--- config.mk ---
export PLATFORM = sky130hd
export DESIGN_NAME = cbo_perm_check
export DESIGN_NICKNAME = d
export VERILOG_FILES = /design/src/rtl/cbo_perm_pkg.sv /design/src/rtl/cbo_bit_pick.sv /design/src/rtl/cbo_perm_rules.sv /design/src/rtl/cbo_perm_check.sv
export SDC_FILE = /design/constraint.sdc
export NUM_CORES = 1
export LEC_CHECK = 0
export ABC_AREA = 1
export BUFFER_PORTS_ARGS = -buffer_cell sky130_fd_sc_hd__buf_2
export CORE_AREA = 2 2 39 41
export CTS_BUF_LIST = sky130_fd_sc_hd__clkbuf_8
export DETAILED_ROUTE_END_ITERATION = 10
export DIE_AREA = 0 0 41 43
export PLACE_DENSITY_LB_ADDON = 0.12
export SYNTH_ARGS = -nofsm -noshare
export SYNTH_HDL_FRONTEND = slang
export SYNTH_SLANG_ARGS = --single-unit
--- constraint.sdc ---
create_clock -name clk -period 1.85 [get_ports clk]
set_input_delay 0.37 -clock clk [delete_from_list [all_inputs] [get_ports clk]]
set_output_delay 0.37 -clock clk [all_outputs]
set_load 0.02 [all_outputs]
--- src/rtl/cbo_perm_pkg.sv ---
package cbo_perm_pkg;

    localparam int OP_COUNT  = 3;
    localparam int LVL_COUNT = 3;
    localparam int CAUSE_W   = 5;

    localparam logic [CAUSE_W-1:0] CAUSE_ILLEGAL = CAUSE_W'(2);
    localparam logic [CAUSE_W-1:0] CAUSE_VIRTUAL = CAUSE_W'(22);

    // Index of each configuration level inside the packed level array.
    localparam int LVL_MACH = 0;
    localparam int LVL_HYP  = 1;
    localparam int LVL_SUP  = 2;

    typedef enum logic [1:0] {
        PRIV_USER  = 2'b00,
        PRIV_SUPV  = 2'b01,
        PRIV_RSVD  = 2'b10,
        PRIV_MACH  = 2'b11
    } priv_e;

    typedef struct packed {
        logic               valid;
        logic               allow;
        logic               fault;
        logic [CAUSE_W-1:0] cause;
    } verdict_t;

endpackage

--- src/rtl/cbo_bit_pick.sv ---
module cbo_bit_pick #(
    parameter int OPS   = 3,
    parameter int SEL_W = 2
) (
    input  logic [OPS-1:0]   cfg_vec,
    input  logic [SEL_W-1:0] op_sel,
    output logic             bit_out,
    output logic             op_known
);

    // Scan each operation slot; an unmatched code selects nothing.
    always_comb begin
        bit_out  = 1'b0;
        op_known = 1'b0;
        for (int i = 0; i < OPS; i++) begin
            if (op_sel == SEL_W'(i)) begin
                bit_out  = cfg_vec[i];
                op_known = 1'b1;
            end
        end
    end

endmodule

--- src/rtl/cbo_perm_rules.sv ---
module cbo_perm_rules
    import cbo_perm_pkg::*;
(
    input  priv_e              priv,
    input  logic               virt,
    input  logic               op_known,
    input  logic               en_mach,
    input  logic               en_hyp,
    input  logic               en_sup,
    output logic               allow,
    output logic               fault,
    output logic [CAUSE_W-1:0] cause
);

    logic below_m;
    logic is_user;

    assign below_m = (priv == PRIV_USER) || (priv == PRIV_SUPV);
    assign is_user = (priv == PRIV_USER);

    // Fixed-priority cascade: machine, then guest levels, then supervisor.
    always_comb begin
        allow = 1'b0;
        fault = 1'b1;
        cause = CAUSE_ILLEGAL;
        if (priv == PRIV_MACH) begin
            allow = 1'b1;
            fault = 1'b0;
            cause = '0;
        end else if (!below_m || !op_known) begin
            cause = CAUSE_ILLEGAL;
        end else if (!en_mach) begin
            cause = CAUSE_ILLEGAL;
        end else if (virt && !en_hyp) begin
            cause = CAUSE_VIRTUAL;
        end else if (virt && is_user && !en_sup) begin
            cause = CAUSE_VIRTUAL;
        end else if (!virt && is_user && !en_sup) begin
            cause = CAUSE_ILLEGAL;
        end else begin
            allow = 1'b1;
            fault = 1'b0;
            cause = '0;
        end
    end

endmodule

--- src/rtl/cbo_perm_check.sv ---
module cbo_perm_check
    import cbo_perm_pkg::*;
#(
    parameter int OPS   = cbo_perm_pkg::OP_COUNT,
    parameter int SEL_W = $clog2(OPS + 1)
) (
    input  logic               clk,
    input  logic               rst_n,
    input  logic               req_valid,
    input  logic [1:0]         req_priv,
    input  logic               req_virt,
    input  logic [SEL_W-1:0]   req_op,
    input  logic [OPS-1:0]     cfg_mach_en,
    input  logic [OPS-1:0]     cfg_hyp_en,
    input  logic [OPS-1:0]     cfg_sup_en,
    output logic               rsp_valid,
    output logic               rsp_allow,
    output logic               rsp_fault,
    output logic [CAUSE_W-1:0] rsp_cause
);

    logic [LVL_COUNT-1:0][OPS-1:0] cfg_all;
    logic [LVL_COUNT-1:0]          lvl_bit;
    logic [LVL_COUNT-1:0]          lvl_known;

    logic               dec_allow;
    logic               dec_fault;
    logic [CAUSE_W-1:0] dec_cause;

    verdict_t state_d;
    verdict_t state_q;

    always_comb begin
        cfg_all           = '0;
        cfg_all[LVL_MACH] = cfg_mach_en;
        cfg_all[LVL_HYP]  = cfg_hyp_en;
        cfg_all[LVL_SUP]  = cfg_sup_en;
    end

    // One selector per configuration level, all steered by the same code.
    for (genvar g = 0; g < LVL_COUNT; g++) begin : g_level
        cbo_bit_pick #(
            .OPS   (OPS),
            .SEL_W (SEL_W)
        ) u_pick (
            .cfg_vec  (cfg_all[g]),
            .op_sel   (req_op),
            .bit_out  (lvl_bit[g]),
            .op_known (lvl_known[g])
        );
    end

    cbo_perm_rules u_rules (
        .priv     (priv_e'(req_priv)),
        .virt     (req_virt),
        .op_known (lvl_known[LVL_MACH]),
        .en_mach  (lvl_bit[LVL_MACH]),
        .en_hyp   (lvl_bit[LVL_HYP]),
        .en_sup   (lvl_bit[LVL_SUP]),
        .allow    (dec_allow),
        .fault    (dec_fault),
        .cause    (dec_cause)
    );

    always_comb begin
        state_d       = '0;
        state_d.valid = req_valid;
        if (req_valid) begin
            state_d.allow = dec_allow;
            state_d.fault = dec_fault;
            state_d.cause = dec_cause;
        end
    end

    always_ff @(posedge clk) begin
        if (!rst_n) begin
            state_q <= '0;
        end else begin
            state_q <= state_d;
        end
    end

    assign rsp_valid = state_q.valid;
    assign rsp_allow = state_q.allow;
    assign rsp_fault = state_q.fault;
    assign rsp_cause = state_q.cause;

endmodule

==> Word level (Yosys, flattened, before mapping) <==
Cells that the tools add are included.
{ "totals": {"ff_bits": 8, "input_bits": 17, "out_inout_bits": 8} }
{ "op_classes": {"eq_ne": 4, "mux": 28, "n_bitwise": 3, "reduce_logical": 18} }
{ "op_table": {"columns": ["operator", "n"], "rows": [
  ["$mux 1", 23],
  ["$mux 5", 2],
  ["$reduce_or 7->1", 1],
  ["$mux 2", 3],
  ["$logic_and 1x1->1", 5],
  ["$logic_not 1->1", 5],
  ["$reduce_or 5->1", 1],
  ["$eq 2x1->1 const B", 2],
  ["$eq 2x2->1 const B", 2],
  ["$logic_not 2->1", 2],
  ["$not 1->1", 3],
  ["$reduce_or 3->1", 1],
  ["$logic_or 1x1->1", 2],
  ["$reduce_and 2->1", 1]
]} }

==> Logic depth before layout (Yosys ltp) <==
{ "depth": {"depth_word": 12, "mapped_depth": 8, "mapped_depth_nobuf": 8} }

==> Modules after synthesis <==
Synthesis repeated with hierarchy kept, for this count alone.
{ "hier_totals": {"hier_cells": 66, "hier_area_um2": 426.7} }
{ "by_module_without_submodules": {"columns": ["module", "n_inst", "cells_each", "area_each_um2", "seq_area_each_um2"], "rows": [
  ["cbo_perm_check", 1, 24, 222.7, 160.2],
  ["cbo_perm_rules", 1, 21, 110.1, 0.0],
  ["cbo_bit_pick", 3, 7, 31.3, 0.0]
]} }

==> Least setup slack after synthesis <==
No wires, ideal clock.
{ "synth_path": {"kind": "input-to-reg", "start": "in req_op[0]", "end": "reg state_q, in the netlist rsp_cause[1]", "setup_ns": 0.113, "arrival_time_ns": 0.886, "slack_ns": 0.851, "stages": 8, "path_buffers": 0, "cell_sequence": "inv_2 nand2_1 nand2_1 nand2_1 nor2_2 nand3_2 nand2_1 nor2_2"} }
{ "synth_via": {"elab_chain_cells": 11, "word_cells_on_any_way": 27, "classes_between": "eq/ne (2); mux (17); reduce/logical (8)"} }
{ "synth_rtl": {"columns": ["item", "line", "rtl"], "rows": [
  ["from (decl)", "cbo_perm_check.sv:12", "input logic [SEL_W-1:0] req_op,"],
  ["$logic_not 2->1", "cbo_bit_pick.sv:16", "if (op_sel == SEL_W'(i)) begin"],
  ["$mux 1 (3 in a row)", "cbo_bit_pick.sv:16", null],
  ["$logic_not 1->1", "cbo_perm_rules.sv:36, cbo_perm_rules.sv:38", null],
  ["$logic_and 1x1->1", "cbo_perm_rules.sv:38", "end else if (!virt && is_user && !en_sup) begin"],
  ["$mux 2", "cbo_perm_rules.sv:38", null],
  ["$mux 5", "cbo_perm_rules.sv:36", "end else if (virt && is_user && !en_sup) begin"],
  ["$mux 5", "cbo_perm_rules.sv:34", "end else if (virt && !en_hyp) begin"],
  ["$mux 2", "cbo_perm_rules.sv:32", "end else if (!en_mach) begin"],
  ["$mux 2 (*)", "cbo_perm_rules.sv:30", "end else if (!below_m || !op_known) begin"],
  ["to (signal assigned)", "cbo_perm_check.sv:79", "state_q <= state_d;"],
  ["to (decl)", "cbo_perm_check.sv:31", "verdict_t state_q;"]
]} }
Mark *: on every way between the ends. The rest lies on a longest branch, timed or not.
A chain may end at the register's enable or synchronous reset.

==> Worst setup path after layout <==
{ "layout_path": {"start": "reg state_q, in the netlist rsp_cause[1]", "end": "out rsp_cause[1]"} }
{ "layout_lines": {"columns": ["item", "line", "rtl"], "rows": [
  ["to (decl)", "cbo_perm_check.sv:19", "output logic [CAUSE_W-1:0] rsp_cause"]
]} }
No word-level cell between the ends.

==> results.cfg <==
[worst_setup_path]
path_class = register to primary output
crit_slowest_cell = dfxtp_1
critPathLaunchType = register
crit_buf_inv = 1
cp.arrival_ns = 0.67
critPathTopFamily = flip-flops
cp_max_fo = 2
max_stage_delay_ns = 0.31
endpoint_kind = primary output
path_cells = buf_2
critPathRequiredTime_ns = 1.48

[timing]
timing.final.crit_share = 0.565
finalWorstSetupSlack_ns = 0.805
fin_tns_setup_ns = 0
fin_hold_ws_ns = 0.420
final_hold_viol_count = 0
rsz0062_at_grt = false
slew_violations = 0
period_minus_slack_ns = 1.04
fmax_ghz = 0.957
finalSetupViolations = 0

[synthesis]
ys_seq_area_frac = 0.251
syn_avg_cell_area_sq_um = 5.91
yosys.cell_types.count = 15
syn_area_sq_um = 319
synthesis.instances = 54
ys_seq_elements = 4
yosys_warnings = 0

[route]
drt_iter0_markers = 1
drt_wl_total_um = 655
first_pass_iters = 2
ant_nets = 0
routedWlPerCell_um = 7.12
vias = 364
route.detailed.drc = 0
viasPerCell = 3.96

[clocking]
ctsHoldBuffers = 0
clk_path_buf_depth = 2
cts_resized = 0
post_cts_buffers = 0
h-tree-depth = 1
clock-sinks = 4
cts_tree = built
numCtsBuffers = 3
clk_pin_slew_ns = 0.03
clk_root_buffer_cell = clkbuf_8

[power]
irDropWorstVdd_v = 0.000145
powerDensity_mw_per_mm2 = 735
cellLeakagePower_nw = 0.278
power_uw = 341

[status]
status = finished clean

[global_route]
grt_pass1_vias = 330
overflow = 0
grt_util_all_layers = 0.0991
grt_max_degree = 8
grt_first_pass_wirelength_mm = 1.17
antenna_found_initial = 0

[layout]
drive_above_1_share = 0.447
n_antenna_cell = 0
nets = 95
post_layout_nonfiller_instances = 92
areaGrowthSynthToFinish_pct = 45.5

[floorplan]
die_area_sq_mm = 0.00176
dieWidth_um = 41
core_sq_mm = 0.00138
ios = 25
rows = 14
start_util = 0.231
fp.dieH_um = 43

[job]
drv_cap = 0

[place]
place_inst = 89
place_ws_ns = 0.630
place_congestion = 0.725
portBuffers = 22
place.detailed.hpwl_um = 582

[worst_hold_path]
hold_path.class = primary input to register
-- path summary, 6_finish.rpt --
check                   startpoint           end  slack (ns)  cells after the start
worst max-delay path  rsp_cause[1]  rsp_cause[1]        0.81                      1
worst min-delay path     req_valid     rsp_valid        0.42                      3
-- per-stage QoR --
stage / area [sq um] / util
floorplan: 323 / -
global placement: 423 / 0.306
detailed placement: 423 / 0.306
CTS: 464 / 0.335
global route: 464 / 0.335
finish: 464 / 0.335
-- cells in the mapped netlist (all sizes together) --
cell    number  area (sq um)
nand2       21          83.8
buf          4          30.0
dfxtp        4          80.1
conb         1          3.75
nor2         5          28.8
nand3        7          40.0
clkinv       1          3.75
o21ai        1          5.00
inv          7          26.3
a21oi        2          10.0
nor3b        1          7.51
-- where the power goes --
part,total (mW),switching [mW],internal [mW]
Clock,0.179,0.0406,0.138
Combinational,0.0711,0.0423,0.0289
Sequential,0.0913,0.000842,0.0905
-- placed cells by master (no fill, tap or decap) --
cell      netlist  routed
buf_2           0      22
nand2_1        19      19
nand3_1         6       6
inv_1           5       5
nor2_2          4       4
dfxtp_1         4       4
clkbuf_8        0       3
inv_2           2       2
nand2_2         2       2
a21oi_1         2       2
conb_1          1       2
nor2_1          1       1
clkinv_1        1       1
nand3_2         1       1
o21ai_0         1       1
nor3b_1         1       1
-- flip-flops by register name (all words and copies together) (netlist names) --
signal,flops
rsp_allow,1
rsp_cause,2
rsp_valid,1
-- logic make-up after synthesis --
group           synth area share
other cells               0.0118
simple gates               0.502
flops                      0.251
buf+inv                    0.188
compound gates            0.0470
-- metal layers --
layer,GRT usage,wire [um],vias up,part of all wire
met4,0.0800,0,0,0
met2,0.141,320,16,0.49
li1,-,-,204,-
met3,0.0314,54,0,0.082
met1,0.115,281,144,0.43
met5,0,0,-,0
-- layout make-up --
class                      instances  area (sq um)
tap                               16          20.0
clock buffer                       3          41.3
multi-input combinational         39           183
timing repair buffer              22           110
inverter                           8          30.0
sequential                         4          80.1
fill                             167           920
No activity file was read; power rests on OpenSTA's default activity.
